### src/rtl/hbg_pkg.sv
package hbg_pkg;

    typedef enum logic [1:0] {
        PH_OFF  = 2'd0,
        PH_HIGH = 2'd1,
        PH_LOW  = 2'd2
    } phase_req_t;

    localparam int unsigned DEAD_QUARTERS_MAX = 24;

    function automatic int unsigned dead_quarters(input logic [2:0] code);
        case (code)
            3'd0:    return 0;
            3'd1:    return 2;
            3'd2:    return 3;
            3'd3:    return 4;
            3'd4:    return 6;
            3'd5:    return 8;
            3'd6:    return 12;
            default: return 24;
        endcase
    endfunction

    function automatic phase_req_t resolve_phase(input logic tri_mode,
                                                 input logic hi_in,
                                                 input logic lo_in);
        if (tri_mode)
            return lo_in ? PH_LOW : PH_HIGH;
        else if (hi_in && !lo_in)
            return PH_HIGH;
        else if (lo_in && !hi_in)
            return PH_LOW;
        else
            return PH_OFF;
    endfunction

endpackage

### src/rtl/hbg_request_decode.sv
module hbg_request_decode
    import hbg_pkg::*;
#(
    parameter int NUM_PHASES = 3
) (
    input  logic [NUM_PHASES-1:0]   hi_pwm,
    input  logic [NUM_PHASES-1:0]   lo_pwm,
    output phase_req_t [NUM_PHASES-1:0] req
);
    logic tri_mode;

    assign tri_mode = &hi_pwm;

    for (genvar p = 0; p < NUM_PHASES; p++) begin : g_phase
        assign req[p] = resolve_phase(tri_mode, hi_pwm[p], lo_pwm[p]);
    end

endmodule

### src/rtl/hbg_phase_timer.sv
module hbg_phase_timer
    import hbg_pkg::*;
#(
    parameter int CNT_W = 6
) (
    input  logic             clk,
    input  logic             rst,
    input  phase_req_t       req,
    input  logic [CNT_W-1:0] dead,
    input  logic             allow,
    output logic             hi_gate,
    output logic             lo_gate
);
    phase_req_t       held_q;
    logic [CNT_W-1:0] cnt_q;
    logic             settled;

    always_ff @(posedge clk) begin
        if (rst) begin
            held_q <= PH_OFF;
            cnt_q  <= '0;
        end else if (req != held_q) begin
            held_q <= req;
            cnt_q  <= '0;
        end else if (cnt_q < dead) begin
            cnt_q  <= cnt_q + 1'b1;
        end
    end

    assign settled = (cnt_q >= dead);
    assign hi_gate = allow && settled && (held_q == PH_HIGH);
    assign lo_gate = allow && settled && (held_q == PH_LOW);


    hi_after_gap_chk: assert property (@(posedge clk) disable iff (rst)
        ($rose(hi_gate) && dead != '0) |-> !$past(lo_gate));


    lo_after_gap_chk: assert property (@(posedge clk) disable iff (rst)
        ($rose(lo_gate) && dead != '0) |-> !$past(hi_gate));

endmodule

### src/rtl/hbg_fault_latch.sv
module hbg_fault_latch (
    input  logic clk,
    input  logic rst,
    input  logic supply_ov,
    input  logic vds,
    input  logic reg_ov,
    input  logic vds_cmp_en,
    input  logic vds_fb_en,
    input  logic reg_fb_en,
    input  logic eof_ack,
    output logic trip,
    output logic blocked
);
    logic latched_q;

    assign trip = supply_ov
                | (vds && vds_cmp_en && vds_fb_en)
                | (reg_ov && reg_fb_en);

    always_ff @(posedge clk) begin
        if (rst)
            latched_q <= 1'b0;
        else if (trip)
            latched_q <= 1'b1;
        else if (eof_ack)
            latched_q <= 1'b0;
    end

    assign blocked = trip | latched_q;


    hold_until_ack_chk: assert property (@(posedge clk) disable iff (rst)
        (latched_q && !eof_ack) |=> latched_q);


    ack_under_fault_chk: assert property (@(posedge clk) disable iff (rst)
        (eof_ack && trip) |=> blocked);

endmodule

### src/rtl/hb_deadtime_gate.sv
module hb_deadtime_gate
    import hbg_pkg::*;
#(
    parameter int NUM_PHASES      = 3,
    parameter int CYC_PER_QUARTER = 2
) (
    input  logic                  clk,
    input  logic                  rst,
    input  logic [NUM_PHASES-1:0] hi_pwm,
    input  logic [NUM_PHASES-1:0] lo_pwm,
    input  logic                  enable,
    input  logic                  fault_supply_ov,
    input  logic                  fault_vds,
    input  logic                  fault_reg_ov,
    input  logic [2:0]            cfg_dead_code,
    input  logic                  cfg_vds_cmp_en,
    input  logic                  cfg_vds_fb_en,
    input  logic                  cfg_reg_fb_en,
    input  logic                  eof_ack,
    output logic [NUM_PHASES-1:0] hi_gate,
    output logic [NUM_PHASES-1:0] lo_gate
);
    localparam int DEAD_MAX = DEAD_QUARTERS_MAX * CYC_PER_QUARTER;
    localparam int CNT_W    = $clog2(DEAD_MAX + 1);

    phase_req_t [NUM_PHASES-1:0] req;
    logic [CNT_W-1:0]            dead_cyc;
    logic                        trip;
    logic                        blocked;
    logic                        allow;

    assign dead_cyc = CNT_W'(dead_quarters(cfg_dead_code) * CYC_PER_QUARTER);
    assign allow    = enable && !blocked;

    hbg_request_decode #(.NUM_PHASES(NUM_PHASES)) u_decode (
        .hi_pwm (hi_pwm),
        .lo_pwm (lo_pwm),
        .req    (req)
    );

    hbg_fault_latch u_fault (
        .clk        (clk),
        .rst        (rst),
        .supply_ov  (fault_supply_ov),
        .vds        (fault_vds),
        .reg_ov     (fault_reg_ov),
        .vds_cmp_en (cfg_vds_cmp_en),
        .vds_fb_en  (cfg_vds_fb_en),
        .reg_fb_en  (cfg_reg_fb_en),
        .eof_ack    (eof_ack),
        .trip       (trip),
        .blocked    (blocked)
    );

    for (genvar p = 0; p < NUM_PHASES; p++) begin : g_leg
        hbg_phase_timer #(.CNT_W(CNT_W)) u_timer (
            .clk     (clk),
            .rst     (rst),
            .req     (req[p]),
            .dead    (dead_cyc),
            .allow   (allow),
            .hi_gate (hi_gate[p]),
            .lo_gate (lo_gate[p])
        );


        both_req_off_chk: assert property (@(posedge clk) disable iff (rst)
            (!(&hi_pwm) && hi_pwm[p] && lo_pwm[p]) |=> (!hi_gate[p] && !lo_gate[p]));


        tri_low_cuts_high_chk: assert property (@(posedge clk) disable iff (rst)
            ((&hi_pwm) && lo_pwm[p]) |=> !hi_gate[p]);
    end


    enable_off_chk: assert property (@(posedge clk) disable iff (rst)
        !enable |-> (hi_gate == '0 && lo_gate == '0));


    supply_ov_off_chk: assert property (@(posedge clk) disable iff (rst)
        fault_supply_ov |-> (hi_gate == '0 && lo_gate == '0));


    trip_latches_chk: assert property (@(posedge clk) disable iff (rst)
        trip |=> (hi_gate == '0 && lo_gate == '0));

endmodule

### config.mk
export PLATFORM = sky130hd
export DESIGN_NAME = hb_deadtime_gate
export DESIGN_NICKNAME = d
export VERILOG_FILES = /design/src/rtl/hbg_pkg.sv /design/src/rtl/hbg_request_decode.sv /design/src/rtl/hbg_phase_timer.sv /design/src/rtl/hbg_fault_latch.sv /design/src/rtl/hb_deadtime_gate.sv
export SDC_FILE = /design/constraint.sdc
export NUM_CORES = 1
export LEC_CHECK = 0
export ABC_AREA = 1
export BUFFER_PORTS_ARGS = -buffer_cell sky130_fd_sc_hd__buf_2
export CELL_PAD_IN_SITES_DETAIL_PLACEMENT = 1
export CELL_PAD_IN_SITES_GLOBAL_PLACEMENT = 2
export CORE_MARGIN = 2
export CORE_UTILIZATION = 30
export CTS_CLUSTER_SIZE = 25
export DETAILED_ROUTE_END_ITERATION = 8
export PLACE_DENSITY = 0.87
export SLEW_MARGIN = 5
export SYNTH_ARGS = -nofsm -noshare
export SYNTH_HDL_FRONTEND = slang
export SYNTH_SLANG_ARGS = --single-unit
### constraint.sdc
create_clock -name clk -period 1.88 [get_ports clk]
set_clock_uncertainty 0.2 [all_clocks]
set_input_delay 0.094 -clock clk [delete_from_list [all_inputs] [get_ports clk]]
set_output_delay 0.094 -clock clk [all_outputs]
set_load 0.02 [all_outputs]
==> flow_metrics.env <==
export IMPL_num_fill_cells=772
export IMPL_yosys_cell_types_count=24
export IMPL_finalCritPeriodShare_pct=105
export IMPL_grt_use_met1_pct=19.5
export IMPL_drc=0
export IMPL_final_cell_mix="35 x nand2_1, 29 x nand3_1, 27 x inv_1, 21 x a21oi_1, 20 x buf_4"
export IMPL_combPwrFrac_pct=28.4
export IMPL_wl_per_cell_um=14.9
export IMPL_io_pins=25
export IMPL_finalSetupViolations=6
export IMPL_tritoncts="done"
export IMPL_grt_overflow_total=0
export IMPL_area_growth_pct=42.8
export IMPL_drv_slew=0
export IMPL_p_total_mw=1.28
export IMPL_violations="setup timing"
export IMPL_cellInternalPower_mw=0.851
export IMPL_synth_area_per_cell_sq_um=7.48
export IMPL_synth_edff_count=0
export IMPL_start_util_pct=30.7
export IMPL_cts_buffers=3
export IMPL_gr_usage_all_layers_pct=16.9
export IMPL_worstSetupEndpointType="primary output"
export IMPL_cts_buffer_depth=2
export IMPL_vias=1879
export IMPL_synth_mux_area_share_pct=0
export IMPL_min_period_ns=1.97
export IMPL_regArea_sq_um=524
export IMPL_grt_use_met3_pct=1.87
export IMPL_syn_area_sq_um=1940
export IMPL_synth_seq_cells=25
export IMPL_power_switching_mw=0.426
export IMPL_multi_input_area_sq_um=1510
export IMPL_timing_rr_end="g_leg[2].u_timer.cnt_q[5]$_SDFFE_PP0N_"
export IMPL_syn_nets=293
export IMPL_synth_xor_area_share_pct=6.78
export IMPL_drt_total_wl_mm=5.78
export IMPL_design_core_area_sq_um=6310
export IMPL_crit_path_end="hi_gate[2]"
export IMPL_switching_share_pct=33.4
export IMPL_synth_async_sr_flop_share_pct=0
export IMPL_grt_pass1_wl_mm=9.58
export IMPL_gp_congestion=0.777
export IMPL_synth_top_family_by_area="simple AND/OR/NAND/NOR gates"
export IMPL_p_leak_nw=1.19
export IMPL_drive_gt1_share_pct=42.1
export IMPL_syn_inst=259
export IMPL_grt_max_degree=15
export IMPL_fin_ws_ns=-0.0880
export IMPL_fmax_mhz=508
export IMPL_die_height_um=84.4
export IMPL_arrival_ns=1.67
export IMPL_tns_ns=-0.346
export IMPL_yosys_warnings=0
export IMPL_design_area_sq_um=2770
export IMPL_r2r_cells=8
export IMPL_slew_headroom_pct=73.6
export IMPL_dpl_hpwl_mm=3.88
export IMPL_drtAntennaViolNets=0
export IMPL_path_clk_slew_ns=0.11
export IMPL_diodes=0
export IMPL_final_nets=346
export IMPL_dpl_instance_area_sq_um=2280
export IMPL_synth_compound_area_share_pct=9.69
export IMPL_crit_start="g_leg[2].u_timer.cnt_q[5]$_SDFFE_PP0N_"
export IMPL_synth_simple_area_share_pct=38.9
export IMPL_h_tree_depth=1
export IMPL_antenna_found_initial=0
export IMPL_std_cell_rows=29
export IMPL_first_pass_iters=4
export IMPL_worstPathMaxFanout=2
export IMPL_regToRegSetupSlack_ns=0.15
export IMPL_ir_drop_uv=330
export IMPL_rsz0062_at_grt="true"
export IMPL_maxCapViolCount=0
export IMPL_p_seq_share_pct=43.8
export IMPL_p_per_area_nw_per_um2=462
export IMPL_dieArea_sq_um=7110
export IMPL_status="finished with violations"
export IMPL_required_ns=1.59
export IMPL_tightest_slew_ns=0.394
export IMPL_path_class="reg -> out"
export IMPL_portBuffers=24
export IMPL_layout_commonest_cell="nand2_1"
export IMPL_rr_startpoint="g_leg[2].u_timer.cnt_q[5]$_SDFFE_PP0N_"
export IMPL_hold_viol=0
export IMPL_yosysSeqAreaShare_pct=25.8
export IMPL_root_buffer="clkbuf_8"
export IMPL_clock_latency_ns=0.29
export IMPL_drtIter0Drc=64
export IMPL_die_w_um=84.4
export IMPL_viasPerCell=4.84
export IMPL_cp_start_kind="flop"
export IMPL_synthFlopType="dfxtp_1"
export IMPL_hold_path_class="in -> reg"
export IMPL_grt_pass1_vias=2048
export IMPL_power_frac_clock_pct=27.8
export IMPL_busiest_layer="met2"
export IMPL_synth_fa_ha_area_share_pct=9.69
export IMPL_grt_util_met2_pct=32.5
export IMPL_clock_sinks=25
## metal layers
metal	up-vias	wire length, um
met5	-	0
li1	934	-
met2	19	3090
met4	0	77
met1	919	2530
met3	7	87
## kinds of logic after synthesis
group           count (synthesis)
compound gates                 33
flops                          25
simple gates                  130
xor+xnor                       15
fa+ha+maj                      15
buf+inv                        41
## critical path, cell delays in order, from the launching register on
cell	delay, ns
dfxtp_4	0.38
ha_4	0.29
nand3_4	0.10
nor2_4	0.20
nor2_8	0.05
nand3_4	0.07
nand2_4	0.07
nor2_4	0.10
buf_6	0.12
## power by group through the flow
stage / Clock [mW] / Sequential (mW) / Combinational [mW]
2_1_floorplan: 0 / 0.571 / 0.177
3_3_place_gp: 0 / 0.574 / 0.267
3_5_place_dp: 0 / 0.575 / 0.277
4_1_cts: 0.362 / 0.559 / 0.332
5_1_grt: 0.382 / 0.562 / 0.397
6_report: 0.355 / 0.560 / 0.362
## flip-flops by register name, indices dropped and copies added, names as in the netlist
name,count
g_leg.u_timer.cnt_q,18
u_fault.latched_q,1
g_leg.u_timer.held_q,6
## synthesized netlist by cell type (2+ instances only)
library cell	instances	area (sq um)
a21oi_1	26	130
buf_4	6	45.0
dfxtp_1	25	500
ha_1	15	188
inv_1	32	120
inv_2	2	7.51
nand2_1	43	161
nand2_2	6	37.5
nand2_4	4	45.0
nand3_1	33	165
nand3_2	3	30.0
nand3_4	5	87.6
nor2_1	24	90.1
nor2_4	4	45.0
nor2_8	3	60.1
o21ai_0	3	15.0
o21bai_2	3	33.8
or2_2	3	18.8
xnor2_1	5	43.8
xor2_1	10	87.6
## worst min path at each step
stage | endpoint | slack, ns | startpoint | depth (start not counted)
floorplan | g_leg[2].u_timer.held_q[0]$_SDFFE_PP0P_ | 0.04 | hi_pwm[2] | 2
global route | g_leg[2].u_timer.cnt_q[0]$_SDFFE_PP0N_ | 0.16 | hi_pwm[2] | 6
global placement | g_leg[2].u_timer.held_q[0]$_SDFFE_PP0P_ | 0.19 | lo_pwm[2] | 4
finish | g_leg[2].u_timer.cnt_q[0]$_SDFFE_PP0N_ | 0.11 | hi_pwm[2] | 6
CTS | g_leg[2].u_timer.cnt_q[0]$_SDFFE_PP0N_ | 0.09 | hi_pwm[2] | 6
detailed placement | g_leg[2].u_timer.held_q[0]$_SDFFE_PP0P_ | 0.18 | lo_pwm[2] | 4
## cell type report
cell class,instances,area share [%]
multi-input cells,193,54.7
flip-flops and latches,25,19.0
repair buffers,55,16.6
inverters,34,4.61
well taps,77,3.48
clock buffers,3,1.49
clock inverters,1,0.181
## per-stage QoR
step	cells	hold WS, ns	setup WS (ns)	util [%]
finish	388	0.112	-0.0880	43.8
global route	388	0.160	-0.143	43.8
CTS	387	0.0935	-0.0788	42.2
detailed placement	370	0.184	-0.277	36.1
global placement	370	0.186	-0.181	36.1
floorplan	259	0.0369	0.00212	-
## what timing repair did
item / CTS / global route
hold endpoints to repair: 7 / 0
hold buffers: 12 / 0
gates cloned: 0 / 0
setup endpoints to repair: 6 / 16
buffers inserted: 2 / 1
resized for setup: 49 / 27
pin swaps: 22 / 19
No activity file was read; power rests on OpenSTA's default activity.
